[src/rtl/ecc_eval_pkg.sv]
package ecc_eval_pkg;

  typedef enum logic [0:0] {
    ST_IDLE = 1'b0,
    ST_EVAL = 1'b1
  } eval_state_e;

  function automatic int unsigned corr_limit(input int unsigned spare_bytes,
                                              input int unsigned subpages);
    int unsigned per_sub;
    per_sub = spare_bytes / subpages;
    return (per_sub > 16) ? 8 : 4;
  endfunction

  function automatic int unsigned idx_width(input int unsigned subpages);
    return (subpages > 1) ? $clog2(subpages) : 1;
  endfunction

endpackage

[src/rtl/ecc_limit_sel.sv]
module ecc_limit_sel #(
  parameter int unsigned SUBPAGES    = 4,
  parameter int unsigned SPARE_BYTES = 64
) (
  output logic [3:0] limit
);
  localparam int unsigned PER_SUB = SPARE_BYTES / SUBPAGES;

  generate
    if (PER_SUB > 16) begin : g_wide_spare
      assign limit = 4'd8;
    end else begin : g_narrow_spare
      assign limit = 4'd4;
    end
  endgenerate

endmodule

[src/rtl/ecc_nibble_cmp.sv]
module ecc_nibble_cmp #(
  parameter int unsigned SUBPAGES = 4,
  parameter int unsigned STW      = 4 * SUBPAGES,
  parameter int unsigned IDXW     = ecc_eval_pkg::idx_width(SUBPAGES)
) (
  input  logic [STW-1:0]  word,
  input  logic [IDXW-1:0] idx,
  input  logic [3:0]      limit,
  output logic            over,
  output logic            legacy_bad
);
  logic [3:0] nib [SUBPAGES];
  logic [3:0] cur;

  genvar g;
  generate
    for (g = 0; g < SUBPAGES; g++) begin : g_slice
      assign nib[g] = word[4*g +: 4];
    end
  endgenerate

  always_comb begin
    cur = 4'd0;
    for (int k = 0; k < SUBPAGES; k++) begin
      if (IDXW'(k) == idx) cur = nib[k];
    end
  end

  assign over = (cur > limit);

  logic [1:0]     low_fld;
  logic [STW-3:0] high_fld;
  assign low_fld    = word[1:0];
  assign high_fld   = word[STW-1:2];
  assign legacy_bad = (low_fld == 2'd2) || (high_fld == (STW-2)'(2));

endmodule

[src/rtl/ecc_scan_ctrl.sv]
module ecc_scan_ctrl
  import ecc_eval_pkg::*;
#(
  parameter int unsigned SUBPAGES = 4,
  parameter int unsigned STW      = 4 * SUBPAGES,
  parameter int unsigned IDXW     = idx_width(SUBPAGES)
) (
  input  logic            clk,
  input  logic            rst_n,
  input  logic            chk_strobe,
  input  logic            mode_legacy,
  input  logic [STW-1:0]  ecc_word,
  input  logic            over,
  input  logic            legacy_bad,
  output logic [STW-1:0]  word_q,
  output logic [IDXW-1:0] idx_q,
  output logic            res_valid,
  output logic            res_fail,
  output logic [IDXW-1:0] res_idx
);
  localparam logic [IDXW-1:0] LAST = IDXW'(SUBPAGES - 1);

  eval_state_e state;
  logic        leg_q;
  logic        scanning;

  assign scanning = (state == ST_EVAL);

  always_ff @(posedge clk or negedge rst_n) begin
    if (!rst_n) begin
      state     <= ST_IDLE;
      word_q    <= '0;
      idx_q     <= '0;
      leg_q     <= 1'b0;
      res_valid <= 1'b0;
      res_fail  <= 1'b0;
      res_idx   <= '0;
    end else begin
      res_valid <= 1'b0;
      unique case (state)
        ST_IDLE: begin
          if (chk_strobe) begin
            word_q <= ecc_word;
            leg_q  <= mode_legacy;
            idx_q  <= '0;
            state  <= ST_EVAL;
          end
        end
        ST_EVAL: begin
          if (leg_q) begin
            res_valid <= 1'b1;
            res_fail  <= legacy_bad;
            res_idx   <= '0;
            state     <= ST_IDLE;
          end else if (over) begin
            res_valid <= 1'b1;
            res_fail  <= 1'b1;
            res_idx   <= idx_q;
            state     <= ST_IDLE;
          end else if (idx_q == LAST) begin
            res_valid <= 1'b1;
            res_fail  <= 1'b0;
            res_idx   <= '0;
            state     <= ST_IDLE;
          end else begin
            idx_q <= idx_q + 1'b1;
          end
        end
        default: state <= ST_IDLE;
      endcase
    end
  end

  p_single_pulse_r6: assert property (@(posedge clk) disable iff (!rst_n)
    res_valid |=> !res_valid);

  p_pass_idx_zero_r7: assert property (@(posedge clk) disable iff (!rst_n)
    (res_valid && !res_fail) |-> (res_idx == '0));

  p_word_held_r8: assert property (@(posedge clk) disable iff (!rst_n)
    (scanning && $past(scanning)) |-> $stable(word_q));

  p_scan_step_r5: assert property (@(posedge clk) disable iff (!rst_n)
    (scanning && !leg_q && !over && idx_q != LAST) |=> (idx_q == $past(idx_q) + 1'b1));

  p_idx_range_r7: assert property (@(posedge clk) disable iff (!rst_n)
    res_valid |-> (int'(res_idx) < SUBPAGES));

endmodule

[src/rtl/ecc_page_judge.sv]
module ecc_page_judge
  import ecc_eval_pkg::*;
#(
  parameter int unsigned SUBPAGES    = 4,
  parameter int unsigned SPARE_BYTES = 64,
  localparam int unsigned STW        = 4 * SUBPAGES,
  localparam int unsigned IDXW       = idx_width(SUBPAGES)
) (
  input  logic            clk,
  input  logic            rst_n,
  input  logic            chk_strobe,
  input  logic            mode_legacy,
  input  logic [STW-1:0]  ecc_word,
  output logic            res_valid,
  output logic            res_fail,
  output logic [IDXW-1:0] res_idx
);
  logic [3:0]      limit;
  logic [STW-1:0]  word_q;
  logic [IDXW-1:0] idx_q;
  logic            over;
  logic            legacy_bad;

  ecc_limit_sel #(.SUBPAGES(SUBPAGES), .SPARE_BYTES(SPARE_BYTES)) u_limit (
    .limit(limit)
  );

  ecc_nibble_cmp #(.SUBPAGES(SUBPAGES), .STW(STW), .IDXW(IDXW)) u_cmp (
    .word      (word_q),
    .idx       (idx_q),
    .limit     (limit),
    .over      (over),
    .legacy_bad(legacy_bad)
  );

  ecc_scan_ctrl #(.SUBPAGES(SUBPAGES), .STW(STW), .IDXW(IDXW)) u_ctrl (
    .clk        (clk),
    .rst_n      (rst_n),
    .chk_strobe (chk_strobe),
    .mode_legacy(mode_legacy),
    .ecc_word   (ecc_word),
    .over       (over),
    .legacy_bad (legacy_bad),
    .word_q     (word_q),
    .idx_q      (idx_q),
    .res_valid  (res_valid),
    .res_fail   (res_fail),
    .res_idx    (res_idx)
  );

endmodule

[config.mk]
export PLATFORM = sky130hd
export DESIGN_NAME = ecc_page_judge
export DESIGN_NICKNAME = d
export VERILOG_FILES = /design/src/rtl/ecc_eval_pkg.sv /design/src/rtl/ecc_limit_sel.sv /design/src/rtl/ecc_nibble_cmp.sv /design/src/rtl/ecc_scan_ctrl.sv /design/src/rtl/ecc_page_judge.sv
export SDC_FILE = /design/constraint.sdc
export NUM_CORES = 1
export LEC_CHECK = 0
export BUFFER_PORTS_ARGS = -buffer_cell sky130_fd_sc_hd__buf_2
export CAP_MARGIN = 25
export CORE_ASPECT_RATIO = 1.1
export CORE_MARGIN = 1.5
export CORE_UTILIZATION = 54
export DETAILED_ROUTE_END_ITERATION = 8
export HOLD_SLACK_MARGIN = 0.05
export PLACE_DENSITY = 0.81
export REMOVE_ABC_BUFFERS = 1
export SLEW_MARGIN = 20
export SYNTH_ARGS = -nofsm -noshare
export SYNTH_HDL_FRONTEND = slang
export SYNTH_HIERARCHICAL = 1
export SYNTH_SLANG_ARGS = --single-unit
[constraint.sdc]
create_clock -name clk -period 2.7 [get_ports clk]
set_clock_uncertainty 0.1 [all_clocks]
set_input_delay 0.27 -clock clk [delete_from_list [all_inputs] [get_ports clk]]
set_output_delay 0.27 -clock clk [all_outputs]
set_load 0.02 [all_outputs]
; ---- Word level (Yosys, flattened, before mapping)
; Cells that the tools add are included.
[word_totals]
reg_bits = 24
latch_bits = 0
ram_bits = 0
romBits = 0
inputBits = 20
out_inout_bits = 4
elab_cells = 50
mem_count = 0
[classes]
n_addsub = 1
multipliers = 0
div_mod_pow = 0
n_lt_le_gt_ge = 1
eq_ne = 10
shift = 0
muxes = 24
n_bitwise = 1
reduce_logical = 6
[op_table]
columns = cell, count
row1 = 4-bit two-way mux, 4
row2 = "14-bit by 2-bit == test with 1-bit output, second input constant", 1
row3 = 2-bit two-way mux, 7
row4 = 1-bit two-way mux, 11
row5 = "2-bit inequality test, second input constant", 4
row6 = "2-bit == test, first input constant", 2
row7 = "2-bit == test, second input constant", 2
row8 = "4-bit by 3-bit greater-than comparator with 1-bit output, second input constant", 1
row9 = 2-bit case mux with 2 select lines, 1
row10 = 2-bit AND reduction, 2
row11 = 4-bit AND reduction, 1
row12 = 3-bit nonzero test, 1
row13 = "2-bit by 1-bit adder with 2-bit output, second input constant", 1
row14 = "1-bit by 2-bit == test with 1-bit output, first input constant", 1
row15 = 2-bit logical NOT, 1
row16 = 1-bit case mux with 2 select lines, 1
row17 = 1-bit logical OR, 1
row18 = 1-bit inverter, 1

; ---- Longest topological paths before layout
[depth]
word_depth = 9
mapped_depth = 9
mapped_depth_nobuf = 9

; ---- Hierarchy
; Netlist, hierarchy kept.
[modules_own_cells]
columns = mod, instances, cells_per_inst, area_each_um2, seq_area_each_um2
row1 = ecc_scan_ctrl, 1, 68, 1003.5, 600.6
row2 = ecc_nibble_cmp, 1, 24, 239.0, 0.0
row3 = ecc_limit_sel, 1, 6, 37.5, 0.0

; ---- Least setup slack after synthesis
; No wires, ideal clock.
[synth_path]
kind = reg-to-reg
startpoint = reg u_ctrl.idx_q[0]
endpoint = reg u_ctrl.state, in the netlist u_ctrl/scanning
setup_time_ns = 0.123
arrival_time_ns = 2.203
required_time_ns = 2.477
setup_slack_ns = 0.274
path_stages_with_launch = 9
n_path_buf = 0
synth_period_minus_slack_ns = 2.426
cell_sequence = dfrtp_1 -> mux4_1 -> ha_1 -> nor2b_1 -> o211ai_1 -> a21oi_1 -> nor3_1 -> nand2_1 -> or2b_1
[synth_between]
elab_chain_len = 9
elab_cells_between_ends = 14
classes_between = order compare: 1 / eq/ne: 4 / mux: 8 / reduce/logical: 1
[synth_lines]
columns = item, line
row1 = "start, declared", ecc_scan_ctrl.sv:16  ; output logic [IDXW-1:0] idx_q,
row2 = "start signal, assigned", ecc_scan_ctrl.sv:66  ; idx_q <= idx_q + 1'b1;
row3 = 2-bit logical NOT, ecc_nibble_cmp.sv:25  ; if (IDXW'(k) == idx) cur = nib[k];
row4 = 4-bit two-way mux (3 in a row), ecc_nibble_cmp.sv:25
row5 = 4-bit two-way mux *, ecc_nibble_cmp.sv:25
row6 = 4-bit by 3-bit greater-than comparator with 1-bit output *, ecc_nibble_cmp.sv:29  ; assign over = (cur > limit);
row7 = named net over, ecc_page_judge.sv:21  ; logic over;
row8 = 1-bit two-way mux *, ecc_scan_ctrl.sv:55  ; end else if (over) begin
row9 = 1-bit two-way mux *, ecc_scan_ctrl.sv:50  ; if (leg_q) begin
row10 = 1-bit case mux with 2 select lines *, ecc_scan_ctrl.sv:40  ; unique case (state)
row11 = "end signal, assigned", ecc_scan_ctrl.sv:46  ; state <= ST_EVAL;
row12 = "end signal, assigned", ecc_scan_ctrl.sv:54  ; state <= ST_IDLE;
row13 = "end signal, assigned", ecc_scan_ctrl.sv:59  ; state <= ST_IDLE;
row14 = "end, declared", ecc_scan_ctrl.sv:23  ; eval_state_e state;
; The timed path passes the listed nets; every way through them passes the cells marked *.
; A chain may end at the register's enable or synchronous reset.

; ---- Worst setup path in the final report
[layout_path]
startpoint = reg u_ctrl.idx_q[1]
endpoint = reg u_ctrl.res_idx[1]
[layout_between]
elab_chain_len = 8
elab_cells_between_ends = 14
classes_between = order compare: 1 / eq/ne: 4 / mux: 6 / reduce/logical: 3
[layout_lines]
columns = item, line
row1 = 2-bit logical NOT, ecc_nibble_cmp.sv:25
row2 = 4-bit two-way mux (3 in a row), ecc_nibble_cmp.sv:25
row3 = 4-bit two-way mux *, ecc_nibble_cmp.sv:25
row4 = 4-bit by 3-bit greater-than comparator with 1-bit output *, ecc_nibble_cmp.sv:29
row5 = named net over, ecc_page_judge.sv:21
row6 = 3-bit nonzero test (no source line) / 2-bit two-way mux (equally long branches), n/a
row7 = 2-bit AND reduction (no source line) / 2-bit two-way mux (equally long branches), n/a
row8 = "end signal, assigned", ecc_scan_ctrl.sv:58  ; res_idx <= idx_q;
row9 = "end, declared", ecc_scan_ctrl.sv:19  ; output logic [IDXW-1:0] res_idx
; Marks and branches as above.

==> results list <==
* Number of antenna violations at the first check in global routing: 0
- Detail-routed net length per standard cell: about 14 um
- Clock tree from TritonCTS: done
- Max-cap violations in this run came to 0.
* Simple-gate share of the synthesized area: 0.0841
- The post-synthesis compound-gate area fraction was 0.0606.
* Vias in the first global route: 898
- Area share of fa/ha/maj cells after synthesis: 0.0489
- # rows: 18
* Total negative setup slack: 0 ns
- The floorplan step defined a die boundary enclosing approximately 0.0027 mm2.
* Timing-limited maximum frequency: a little under 0.4 GHz
- Leakage: approximately 0.0007 uW
- The netlist uses 31 different library cells.
- Initial standard-cell utilization of the core: 0.568
* DRC violation count after routing: 0
- Highest fanout seen on the critical path: 8
* RSZ-0062 raised after global routing: false
* Number of buffers added by the clock tree synthesis step: 3
- After the last flow step, the layout net total stands at roughly 150.
- Via count: 837
* Async SR Flop Fraction: 1.00
* Number of sinks driven by the clock tree: 24
- Count of buffers added by post-CTS timing repair for setup: 0
- Setup violations remaining at the end of the flow were counted as 0.
- 0 antenna diodes ended up in the layout.
- The largest individual stage delay along the critical path comes from the cell sky130_fd_sc_hd__mux4_1.
* Number of warnings printed during yosys synthesis: 6
- Measured along the y axis, the die boundary spans between 50 and 60 um.
- The number of hold violations in the final report came to 0.
- In the routed layout, each cell is associated on average with a via count of roughly 5.4.
* Post-layout utilization of the core: 0.652
* Synth Area in XOR/XNOR: 0
- After the first detailed-routing iteration, the DRC count stood at 20.
- Clock tree buffer depth: 2
- Outcome: finished clean
- Combinational family with the most area after synthesis: multiplexers
- Of the cells placed in the final design, the portion with a size suffix greater than 1 is 0.400.
* Post-synth EDFFs: 0
- Worst-Skew Late Latency: 0.31 ns
- Delay of the slowest cell on the worst path: approximately 0.6 ns
* Measured slew at the worst slew-check pin: just over 0.5 ns
- The count of nets left with antenna violations once routing finished came out at 0.
- STA puts the critical path data required time at ~2.8 ns.
- Share of cell area taken by muxes after synthesis: 0.263
- Sequential cell area fraction in the yosys report: 0.469
- The signal on the critical path passes through mux4_1 -> ha_1 -> and4_1 -> a21oi_1 -> buf_4 -> nor2_1 -> a32oi_1 -> o22ai_1.
- The count of pins over their slew limit came to 0.
- Buf+Inv Stages, Crit Path: 1
- VDD sags by at most 651 uV.
* Critical path's top delay family: multiplexers
* Clock period minus final worst setup slack: approximately 2.5 ns
- Entering global routing, the biggest net connects 25 pins.
- Cell accounting for the most synthesized area: sky130_fd_sc_hd__dfrtp_1
* Final global-route overflow total: 0
- Overall global routing resource usage: 0.196
- The worst setup path is launched from a flop.
- For this design the ratio of total power to cell area is between 1000 and 1500 mW/mm2.
- The worst pin sits at a relative slew slack of 0.662.
* Hold crit path type: in2reg
- In this run the clock root is driven by a sky130_fd_sc_hd__clkbuf_4.
- Cell count after synthesis: slightly below 100
- At the end of routability-driven placement, the weighted congestion stood at around 0.85.
- Clock transition at the registers of the reported paths: 0.13 ns
- Dividing the final minimum period by the clock period gives 0.937.
- First-pass GRT wire length: approximately 3900 um
- Wires add up to 2240 um.
- I/O pin cnt: 24
* Fraction of synthesized cell area taken by the top area cell type: 0.469
- Post-synth design cell area: between 0.001 and 0.0015 mm2
- Data arrival time of the critical path: 2.63 ns
- Synth-to-Final Area Change: 14.8%
* Capturing element type of the critical path: flop
* Post-Synthesis Mean Instance Area: 13.1 um2
- Port buffering added 23 buffers.
* Cell types occupying the most area after synthesis: sky130_fd_sc_hd__dfrtp_1 (47%), sky130_fd_sc_hd__mux2_4 (11%), sky130_fd_sc_hd__mux2_2 (7.0%)
- Core Footprint: around 0.0023 mm2
- In this run, synthesis produced a sequential element count of 24.
* Htree depth: 1
* Top FF cell, synth: sky130_fd_sc_hd__dfrtp_1
- The die is 49.4 um wide.
* Worst setup path category: reg2reg
- The wire-length estimate of the detail-placed layout is between 1500 and 2000 um.
- Number of iterations in the first detailed-routing pass: 4
## synth_stat cells (3+ instances only)
cell type and count:
sky130_fd_sc_hd__dfrtp_1 24, sky130_fd_sc_hd__mux2_4 9, sky130_fd_sc_hd__inv_1 8, sky130_fd_sc_hd__mux2_2 8, sky130_fd_sc_hd__ha_1 5, sky130_fd_sc_hd__buf_4 4
sky130_fd_sc_hd__mux4_1 3, sky130_fd_sc_hd__nand2_1 3, sky130_fd_sc_hd__nor2_1 3
## flip-flops by register name (all words and copies together) (netlist names)
register	flops
u_ctrl/leg_q	1
u_ctrl/word_q	16
u_ctrl/res_fail	1
u_ctrl/res_idx	2
u_ctrl/res_valid	1
u_ctrl/scanning	1
u_ctrl/idx_q	2
## logic make-up (layout without fill, tap and decap cells)
logic type	count (synthesis)	count (layout)
buffers and inverters	15	40
multiplexers	22	22
other	2	4
AND/OR/NAND/NOR	19	19
adder cells (fa/ha/maj)	5	5
flip-flops	24	24
AO/OA/AOI/OAI	11	11
## path summary, 6_finish.rpt
kind	slack [ns]	from	cells after the start	to
worst min register to register	0.45	u_ctrl/word_q[10]	1	u_ctrl/word_q[10]
worst max register to register	0.17	u_ctrl/idx_q[1]	8	u_ctrl/res_idx[1]
min in group asynchronous	0.35	rst_n	2	u_ctrl/leg_q
worst max-delay path	0.17	u_ctrl/idx_q[1]	8	u_ctrl/res_idx[1]
worst min-delay path	0.08	ecc_word[8]	2	u_ctrl/word_q[8]
max in group asynchronous	1.80	rst_n	2	u_ctrl/word_q[10]
## where the power goes
part	internal (uW)	total (uW)	switching [uW]
Clock	82.3	185	102
Sequential	528	703	176
Combinational	427	733	306
Total	1040	1620	584
## per-layer routing
| layer | wire (um) | track usage | share of wire | vias up |
|---|---|---|---|---|
| li1 | - | - | - | 403 |
| met1 | 930 | 0.232 | 0.42 | 414 |
| met2 | 1220 | 0.358 | 0.55 | 18 |
| met3 | 71 | 0.0333 | 0.032 | 2 |
| met4 | 15 | 0.0833 | 0.0067 | 0 |
| met5 | 0 | 0 | 0 | - |
## timing repair
action                     in CTS  in global routing
hold buffers                    1                  1
setup endpoints to repair       0                  2
resized for setup               0                  1
hold endpoints to repair       24                  1
## through the flow
stage	setup slack, ns	std cells	hold slack, ns	total power, uW	instance area, um2
after floorplan	0.273	93	-0.126	1200	1230
after global placement	0.308	149	0.164	1390	1410
after detailed placement	0.207	149	0.170	1430	1410
after CTS	0.165	154	0.0690	1620	1450
after global routing	0.0283	155	0.0514	1760	1470
final	0.170	155	0.0783	1620	1470
## worst reg2reg max path: stages (launching register included)
cell	delay, ns
sky130_fd_sc_hd__dfrtp_1	0.54
sky130_fd_sc_hd__mux4_1	0.60
sky130_fd_sc_hd__ha_1	0.30
sky130_fd_sc_hd__and4_1	0.16
sky130_fd_sc_hd__a21oi_1	0.21
sky130_fd_sc_hd__buf_4	0.17
sky130_fd_sc_hd__nor2_1	0.05
sky130_fd_sc_hd__a32oi_1	0.18
sky130_fd_sc_hd__o22ai_1	0.11
## layout make-up
| cell class | count | area, um2 |
|---|---|---|
| Fill cell | 178 | 783 |
| Timing Repair Buffer | 28 | 158 |
| Tap cell | 30 | 37.5 |
| Inverter | 8 | 30.0 |
| Multi-Input combinational cell | 61 | 607 |
| Sequential cell | 24 | 601 |
| Clock buffer | 4 | 36.3 |
## cells in the final DEF (no fill, tap or decap), types with 3 or more instances in the layout
cell type / netlist / final
sky130_fd_sc_hd__mux2_4: 9 / 9
sky130_fd_sc_hd__buf_4: 4 / 3
sky130_fd_sc_hd__inv_1: 8 / 8
sky130_fd_sc_hd__mux2_2: 8 / 8
sky130_fd_sc_hd__clkbuf_4: 0 / 3
sky130_fd_sc_hd__dfrtp_1: 24 / 24
sky130_fd_sc_hd__mux4_1: 3 / 3
sky130_fd_sc_hd__buf_2: 1 / 23
sky130_fd_sc_hd__nand2_1: 3 / 3
sky130_fd_sc_hd__ha_1: 5 / 5
sky130_fd_sc_hd__conb_1: 2 / 4
sky130_fd_sc_hd__nor2_1: 3 / 3
Power figures use the tool's default switching activity.
